--- config.mk ---
export PLATFORM = sky130hd
export DESIGN_NAME = dcspi_rx
export DESIGN_NICKNAME = d
export VERILOG_FILES = /design/src/rtl/dcspi_pkg.sv /design/src/rtl/dcspi_sync.sv /design/src/rtl/dcspi_frame.sv /design/src/rtl/dcspi_gate.sv /design/src/rtl/dcspi_rx.sv
export SDC_FILE = /design/constraint.sdc
export NUM_CORES = 1
export LEC_CHECK = 0
export ABC_AREA = 1
export BUFFER_PORTS_ARGS = -buffer_cell sky130_fd_sc_hd__buf_2
export CAP_MARGIN = 20
export CORE_ASPECT_RATIO = 1.4
export CORE_MARGIN = 2
export CORE_UTILIZATION = 35
export CTS_BUF_LIST = sky130_fd_sc_hd__clkbuf_4 sky130_fd_sc_hd__clkbuf_8 sky130_fd_sc_hd__clkbuf_16
export DETAILED_ROUTE_END_ITERATION = 16
export GPL_TIMING_DRIVEN = 0
export HOLD_SLACK_MARGIN = 0.08
export SYNTH_ARGS = -nofsm -noshare
export SYNTH_HDL_FRONTEND = slang
export SYNTH_SLANG_ARGS = --single-unit
--- constraint.sdc ---
create_clock -name clk -period 1.23 [get_ports clk]
set_input_delay 0.246 -clock clk [delete_from_list [all_inputs] [get_ports clk]]
set_output_delay 0.246 -clock clk [all_outputs]
set_load 0.05 [all_outputs]
--- src/rtl/dcspi_pkg.sv ---
package dcspi_pkg;

    typedef enum logic [1:0] {
        FR_IDLE = 2'd0,
        FR_FLAG = 2'd1,
        FR_BITS = 2'd2
    } frame_st_t;

    typedef enum logic {
        BZ_READY = 1'b0,
        BZ_BUSY  = 1'b1
    } busy_st_t;

endpackage

--- src/rtl/dcspi_sync.sv ---
module dcspi_sync #(
    parameter int          W       = 1,
    parameter int          STAGES  = 2,
    parameter logic [W-1:0] RST_VAL = '0
) (
    input  logic         clk,
    input  logic         rst_n,
    input  logic [W-1:0] d,
    output logic [W-1:0] q
);

    logic [W-1:0] stage_q [STAGES];

    always_ff @(posedge clk or negedge rst_n) begin
        if (!rst_n) begin
            for (int i = 0; i < STAGES; i++) begin
                stage_q[i] <= RST_VAL;
            end
        end else begin
            stage_q[0] <= d;
            for (int i = 1; i < STAGES; i++) begin
                stage_q[i] <= stage_q[i-1];
            end
        end
    end

    assign q = stage_q[STAGES-1];

endmodule

--- src/rtl/dcspi_frame.sv ---
module dcspi_frame
    import dcspi_pkg::*;
#(
    parameter int DATA_W = 8
) (
    input  logic              clk,
    input  logic              rst_n,
    input  logic              three_wire,
    input  logic              sclk_s,
    input  logic              mosi_s,
    input  logic              cs_n_s,
    input  logic              dc_s,
    output logic              frm_valid,
    output logic [DATA_W-1:0] frm_data,
    output logic              frm_is_data
);

    localparam int              CNT_W = (DATA_W > 2) ? $clog2(DATA_W) : 1;
    localparam logic [CNT_W-1:0] LAST  = CNT_W'(DATA_W - 1);

    frame_st_t          state_q, state_d;
    logic               sclk_prev_q;
    logic               rise;
    logic [CNT_W-1:0]   cnt_q;
    logic [DATA_W-1:0]  shift_q;
    logic               flag_q;
    logic               valid_q;
    logic               is_data_q;
    logic               last_edge;

    assign rise      = sclk_s & ~sclk_prev_q;
    assign last_edge = (state_q == FR_BITS) && rise && !cs_n_s && (cnt_q == LAST);

    always_ff @(posedge clk or negedge rst_n) begin
        if (!rst_n) begin
            sclk_prev_q <= 1'b0;
        end else begin
            sclk_prev_q <= sclk_s;
        end
    end

    // State register
    always_ff @(posedge clk or negedge rst_n) begin
        if (!rst_n) begin
            state_q <= FR_IDLE;
        end else begin
            state_q <= state_d;
        end
    end

    // Next state
    always_comb begin
        state_d = state_q;
        unique case (state_q)
            FR_IDLE: begin
                if (!cs_n_s) begin
                    state_d = three_wire ? FR_FLAG : FR_BITS;
                end
            end
            FR_FLAG: begin
                if (cs_n_s) begin
                    state_d = FR_IDLE;
                end else if (rise) begin
                    state_d = FR_BITS;
                end
            end
            FR_BITS: begin
                if (cs_n_s) begin
                    state_d = FR_IDLE;
                end else if (rise && (cnt_q == LAST)) begin
                    state_d = three_wire ? FR_FLAG : FR_BITS;
                end
            end
            default: state_d = FR_IDLE;
        endcase
    end

    // Datapath and outputs
    always_ff @(posedge clk or negedge rst_n) begin
        if (!rst_n) begin
            cnt_q     <= '0;
            shift_q   <= '0;
            flag_q    <= 1'b0;
            valid_q   <= 1'b0;
            is_data_q <= 1'b0;
        end else begin
            valid_q <= 1'b0;
            if (cs_n_s || (state_q == FR_IDLE)) begin
                cnt_q <= '0;
            end else if (rise) begin
                unique case (state_q)
                    FR_FLAG: begin
                        flag_q <= mosi_s;
                    end
                    FR_BITS: begin
                        shift_q <= {shift_q[DATA_W-2:0], mosi_s};
                        if (cnt_q == LAST) begin
                            cnt_q     <= '0;
                            valid_q   <= 1'b1;
                            is_data_q <= three_wire ? flag_q : dc_s;
                        end else begin
                            cnt_q <= cnt_q + 1'b1;
                        end
                    end
                    default: ;
                endcase
            end
        end
    end

    assign frm_valid   = valid_q;
    assign frm_data    = shift_q;
    assign frm_is_data = is_data_q;

    // deselect always returns the engine to idle
    p_idle_on_deselect_r5: assert property (@(posedge clk) disable iff (!rst_n)
        cs_n_s |=> (state_q == FR_IDLE));

    // after a byte in three-wire mode the next bit taken is a flag
    p_flag_follows_byte_r3: assert property (@(posedge clk) disable iff (!rst_n)
        (last_edge && three_wire) |=> (state_q == FR_FLAG));

    // a completed byte raises the frame strobe on the next cycle
    p_byte_completes_r2: assert property (@(posedge clk) disable iff (!rst_n)
        last_edge |=> frm_valid);

endmodule

--- src/rtl/dcspi_gate.sv ---
module dcspi_gate
    import dcspi_pkg::*;
#(
    parameter int DATA_W = 8
) (
    input  logic              clk,
    input  logic              rst_n,
    input  logic              frm_valid,
    input  logic [DATA_W-1:0] frm_data,
    input  logic              frm_is_data,
    input  logic              op_start,
    input  logic              op_done,
    output logic              byte_valid,
    output logic [DATA_W-1:0] byte_data,
    output logic              byte_is_data,
    output logic              busy,
    output logic              overrun
);

    busy_st_t           state_q, state_d;
    logic               valid_q;
    logic [DATA_W-1:0]  data_q;
    logic               is_data_q;
    logic               overrun_q;

    // State register
    always_ff @(posedge clk or negedge rst_n) begin
        if (!rst_n) begin
            state_q <= BZ_READY;
        end else begin
            state_q <= state_d;
        end
    end

    // Next state: start has priority over done
    always_comb begin
        state_d = state_q;
        unique case (state_q)
            BZ_READY: if (op_start) state_d = BZ_BUSY;
            BZ_BUSY:  if (op_done && !op_start) state_d = BZ_READY;
            default:  state_d = BZ_READY;
        endcase
    end

    // Outputs
    always_ff @(posedge clk or negedge rst_n) begin
        if (!rst_n) begin
            valid_q   <= 1'b0;
            data_q    <= '0;
            is_data_q <= 1'b0;
            overrun_q <= 1'b0;
        end else begin
            valid_q <= 1'b0;
            if (frm_valid) begin
                if (state_q == BZ_READY) begin
                    valid_q   <= 1'b1;
                    data_q    <= frm_data;
                    is_data_q <= frm_is_data;
                end else begin
                    overrun_q <= 1'b1;
                end
            end
        end
    end

    assign byte_valid   = valid_q;
    assign byte_data    = data_q;
    assign byte_is_data = is_data_q;
    assign busy         = (state_q == BZ_BUSY);
    assign overrun      = overrun_q;

    // strobe never lasts more than one cycle
    p_single_strobe_r4: assert property (@(posedge clk) disable iff (!rst_n)
        byte_valid |=> !byte_valid);

    // start raises busy, lone done clears it
    p_busy_set_r7: assert property (@(posedge clk) disable iff (!rst_n)
        op_start |=> busy);
    p_busy_clear_r7: assert property (@(posedge clk) disable iff (!rst_n)
        (op_done && !op_start) |=> !busy);

    // a byte arriving while busy is dropped and flagged
    p_drop_when_busy_r8: assert property (@(posedge clk) disable iff (!rst_n)
        (frm_valid && busy) |=> (overrun && !byte_valid));
    p_overrun_sticky_r8: assert property (@(posedge clk) disable iff (!rst_n)
        overrun |=> overrun);

endmodule

--- src/rtl/dcspi_rx.sv ---
module dcspi_rx
    import dcspi_pkg::*;
#(
    parameter int DATA_W      = 8,
    parameter int SYNC_STAGES = 2
) (
    input  logic              clk,
    input  logic              rst_n,
    input  logic              bus_sel,
    input  logic              sclk,
    input  logic              mosi,
    input  logic              cs_n,
    input  logic              dc_sel,
    input  logic              op_start,
    input  logic              op_done,
    output logic [DATA_W-1:0] rx_byte,
    output logic              rx_is_data,
    output logic              rx_valid,
    output logic              busy,
    output logic              overrun
);

    localparam int NSYNC = 5;
    // bit order: {bus_sel, dc_sel, cs_n, mosi, sclk}; cs_n resets high
    localparam logic [NSYNC-1:0] SYNC_RST = 5'b00100;

    logic [NSYNC-1:0]  raw_in, sync_out;
    logic              frm_valid;
    logic [DATA_W-1:0] frm_data;
    logic              frm_is_data;

    assign raw_in = {bus_sel, dc_sel, cs_n, mosi, sclk};

    dcspi_sync #(
        .W       (NSYNC),
        .STAGES  (SYNC_STAGES),
        .RST_VAL (SYNC_RST)
    ) u_sync (
        .clk   (clk),
        .rst_n (rst_n),
        .d     (raw_in),
        .q     (sync_out)
    );

    dcspi_frame #(
        .DATA_W (DATA_W)
    ) u_frame (
        .clk         (clk),
        .rst_n       (rst_n),
        .three_wire  (sync_out[4]),
        .sclk_s      (sync_out[0]),
        .mosi_s      (sync_out[1]),
        .cs_n_s      (sync_out[2]),
        .dc_s        (sync_out[3]),
        .frm_valid   (frm_valid),
        .frm_data    (frm_data),
        .frm_is_data (frm_is_data)
    );

    dcspi_gate #(
        .DATA_W (DATA_W)
    ) u_gate (
        .clk          (clk),
        .rst_n        (rst_n),
        .frm_valid    (frm_valid),
        .frm_data     (frm_data),
        .frm_is_data  (frm_is_data),
        .op_start     (op_start),
        .op_done      (op_done),
        .byte_valid   (rx_valid),
        .byte_data    (rx_byte),
        .byte_is_data (rx_is_data),
        .busy         (busy),
        .overrun      (overrun)
    );

    // nothing is flagged in the cycle after reset is released
    p_quiet_after_reset_r1: assert property (@(posedge clk)
        $rose(rst_n) |-> (!rx_valid && !busy && !overrun));

endmodule

==> results.ini <==
[logic_synthesis]
ys_seq_elements = 39
synth_area_leaders = dfrtp_1 60%, nand2_1 8.7%, o21ai_2 4.5%
synth_area_per_cell_um2 = 10.8
synth_edf_count = 0
synth_cell_type_count = 22
async_reset_ff_share_pct = 100
ys.flop_type = dfrtp_1
yosys_warnings = 0
synth_area_leader_cell = dfrtp_1
synthTopCellsByCount = 37 x dfrtp_1, 36 x nand2_1, 17 x inv_1
netlist_area_um2 = 1550
postSynthCellCount = 144
synth_nets = 156
synth_seq_area_share_pct = 63.1
synth.most_common_cell = dfrtp_1
synth.top_cell.area_share_pct = 59.7

[placed_design]
post-place-ws_ns = -0.0353
dp_hpwl_um = 1890
postPlaceCellArea_um2 = 1730
io_buffer_count = 20
gp_congestion = 0.747

[timing]
timing.final.ws_setup_ns = 0.0124
slew_viol_final = 0
finClkSkew_ns = 0.00853
fmax_mhz = 821
timing.final.crit_period_ns = 1.22
hold_viol = 0
period_share_pct = 99.0
rsz0062_at_grt = yes
tightest_slew_ns = 0.839
slew_headroom_pct = 44.0
setup_viol = 0

[routing]
drt_first_pass_iters = 3
wl_per_cell_um = 11.0
drtIter0Drc = 26
final_antenna_net_count = 0
vias_per_cell = 4.38
drc_errors = 0
vias = 1069
routed_wl_um = 2680

[setup_path]
reg2reg_depth = 5
worstPathRequired_ns = 1.41
crit_slowest_cell = dfrtp_1
critPathMaxFanout = 5
crit-reg2reg-launch = u_frame.state_q[0]
path_class = reg2reg
crit_path_start_kind = flip-flop
critPathBufInv = 2
crit_arrival_ns = 1.40
cp-end-kind = flip-flop
timing.rr.end = u_frame.frm_data[3]
cp_cell_sequence = bufinv_8 > nand3_4 > nor2_8 > clkbuf_16 > o21ai_2
critPathTopFamily = flip-flops
critPathMaxStageDelay_ns = 0.40
rrSetupSlack_ns = 0.01

[clock_network]
clock_sinks = 39
path_clk_slew_ns = 0.07
cts-root-buf = clkbuf_8
cts_tree = done
clockBufferDepth = 2
cts_buffers = 5
clk_latency_ns = 0.29
htree_num_levels = 2

[layout]
design_area_um2 = 2010
syn2layout_area_growth_pct = 29.5
drive_gt1_share_pct = 35.9
diodes = 0
nNetsFinal = 195

[grt]
grt_max_degree = 40
grt_pass1_wl_um = 4460
gr-total-overflow = 0
grtUsageMet1_pct = 13.1
grt_usage_pct = 12.2
grt_pass1_vias = 1047
antenna_found_initial = 0
grt_use_met2_pct = 21.7
grt_busiest_layer = met2
grt_use_met3_pct = 3.27

[floorplan]
core_um2 = 4240
die_h_um = 82.7
initial_core_util_pct = 36.6
ios = 21
die-area_um2 = 4980
fp-row-count = 28
die_x_um = 60.2

[power]
worst_ir_drop_vdd_uv = 610
clkPwrFrac_pct = 32.0
p_sw_mw = 0.907
p_sw_share_pct = 27.4
powerDensity_nw_per_um2 = 1650
power_frac_seq_pct = 46.8
pwr-share-comb_pct = 21.2
leakagePower_nw = 1.04
internal-power_mw = 2.40

[flow_run]
maxCapViolCount = 0

[hold_path]
hold_path.class = in2async

[outcome]
status = finished clean

power groups by stage:
stage	logic, mW	clock network (mW)	registers [mW]
detailed placement	0.570	0	1.57
finish	0.701	1.06	1.55
CTS	0.607	1.08	1.54
global route	0.797	1.14	1.57
floorplan	0.440	0	1.55
global placement	0.530	0	1.56
worst max path at each step:
| stage | depth (start not counted) | start | slack (ns) | endpoint |
|---|---|---|---|---|
| 6_report | 5 | u_frame.state_q[0] | 0.01 | u_frame.frm_data[3] |
| 5_1_grt | 5 | u_frame.cnt_q[1] | -0.03 | u_frame.frm_is_data |
| 4_1_cts | 5 | u_frame.cnt_q[0] | 0.008 | u_frame.cnt_q[0] |
| 3_5_place_dp | 5 | u_frame.cnt_q[0] | -0.04 | u_frame.cnt_q[0] |
| 3_3_place_gp | 6 | u_frame.cnt_q[0] | 0.02 | u_frame.state_q[0] |
| 2_1_floorplan | 5 | u_gate.busy | 0.05 | u_gate.byte_data[3] |
state kept, by name, indices dropped and copies added (netlist names):
signal / flops
u_gate.byte_valid: 1
u_gate.busy: 1
u_frame.frm_valid: 1
u_frame.state_q: 2
u_sync.stage_q: 5
u_frame.flag_q: 1
u_gate.overrun: 1
u_frame.cnt_q: 3
u_frame.sclk_prev_q: 1
u_sync.q: 5
u_frame.frm_data: 8
u_gate.byte_is_data: 1
u_gate.byte_data: 8
u_frame.frm_is_data: 1
cells by family after synthesis:
group,Yosys count,synth area share (%)
DFF,39,63.1
and+or+nand+nor,56,16.9
AOI/OAI and AO/OA,25,10.5
buffers and inverters,21,7.10
adders and majority gates,3,2.42
layout by cell type, fill, tap and decap left out:
cell,Yosys,layout
a21o_1,1,1
a21oi_1,1,1
buf_12,1,2
buf_2,1,20
buf_4,0,6
bufinv_16,0,1
bufinv_8,1,1
clkbuf_16,0,1
clkbuf_4,0,1
clkbuf_8,0,5
clkinvlp_4,0,1
dfrtp_1,37,36
dfrtp_2,0,1
dfstp_2,2,2
dlygate4sd3_1,0,5
ha_2,0,3
inv_1,17,17
inv_2,1,1
nand2_1,36,31
nand2_2,3,7
nand2_4,0,1
nand3_1,6,5
nand3_2,0,1
nand3_4,1,1
nand3b_1,1,1
nor2_1,7,6
nor2_2,1,2
nor2_8,1,1
o21ai_0,12,10
o21ai_1,1,3
o21ai_2,8,8
o21bai_1,2,2
stage by stage:
stage | utilization [%] | setup TNS [ns] | cells | hold WS [ns] | power [mW]
2_1_floorplan | - | 0 | 144 | -0.0496 | 1.99
3_3_place_gp | 40.7 | 0 | 224 | 0.335 | 2.09
3_5_place_dp | 40.7 | -0.0667 | 224 | 0.336 | 2.14
4_1_cts | 44.9 | 0 | 238 | 0.0861 | 3.23
5_1_grt | 47.4 | -0.153 | 244 | 0.134 | 3.50
6_report | 47.4 | 0 | 244 | 0.0584 | 3.31
timing repair:
action	CTS	global route
pin swaps	0	4
setup endpoints to repair	3	20
endpoints found under the hold margin	5	0
hold buffers	5	0
gates resized for setup	2	13
cloned	0	1
buffers inserted	1	5
layer usage:
metal,vias up,share of wire [%]
met1,517,41
met2,18,54
met3,5,3.7
met4,0,1.8
met5,-,0
li1,529,-
layout make-up:
cell class / count / area (um^2)
Clock inverter: 2 / 37.5
Sequential cell: 39 / 980
Clock buffer: 6 / 76.3
Inverter: 19 / 85.1
Buffer: 2 / 27.5
Tap cell: 60 / 75.1
Timing Repair Buffer: 32 / 233
Fill cell: 403 / 2230
Multi-Input combinational cell: 84 / 494
Power figures use the tool's default switching activity.
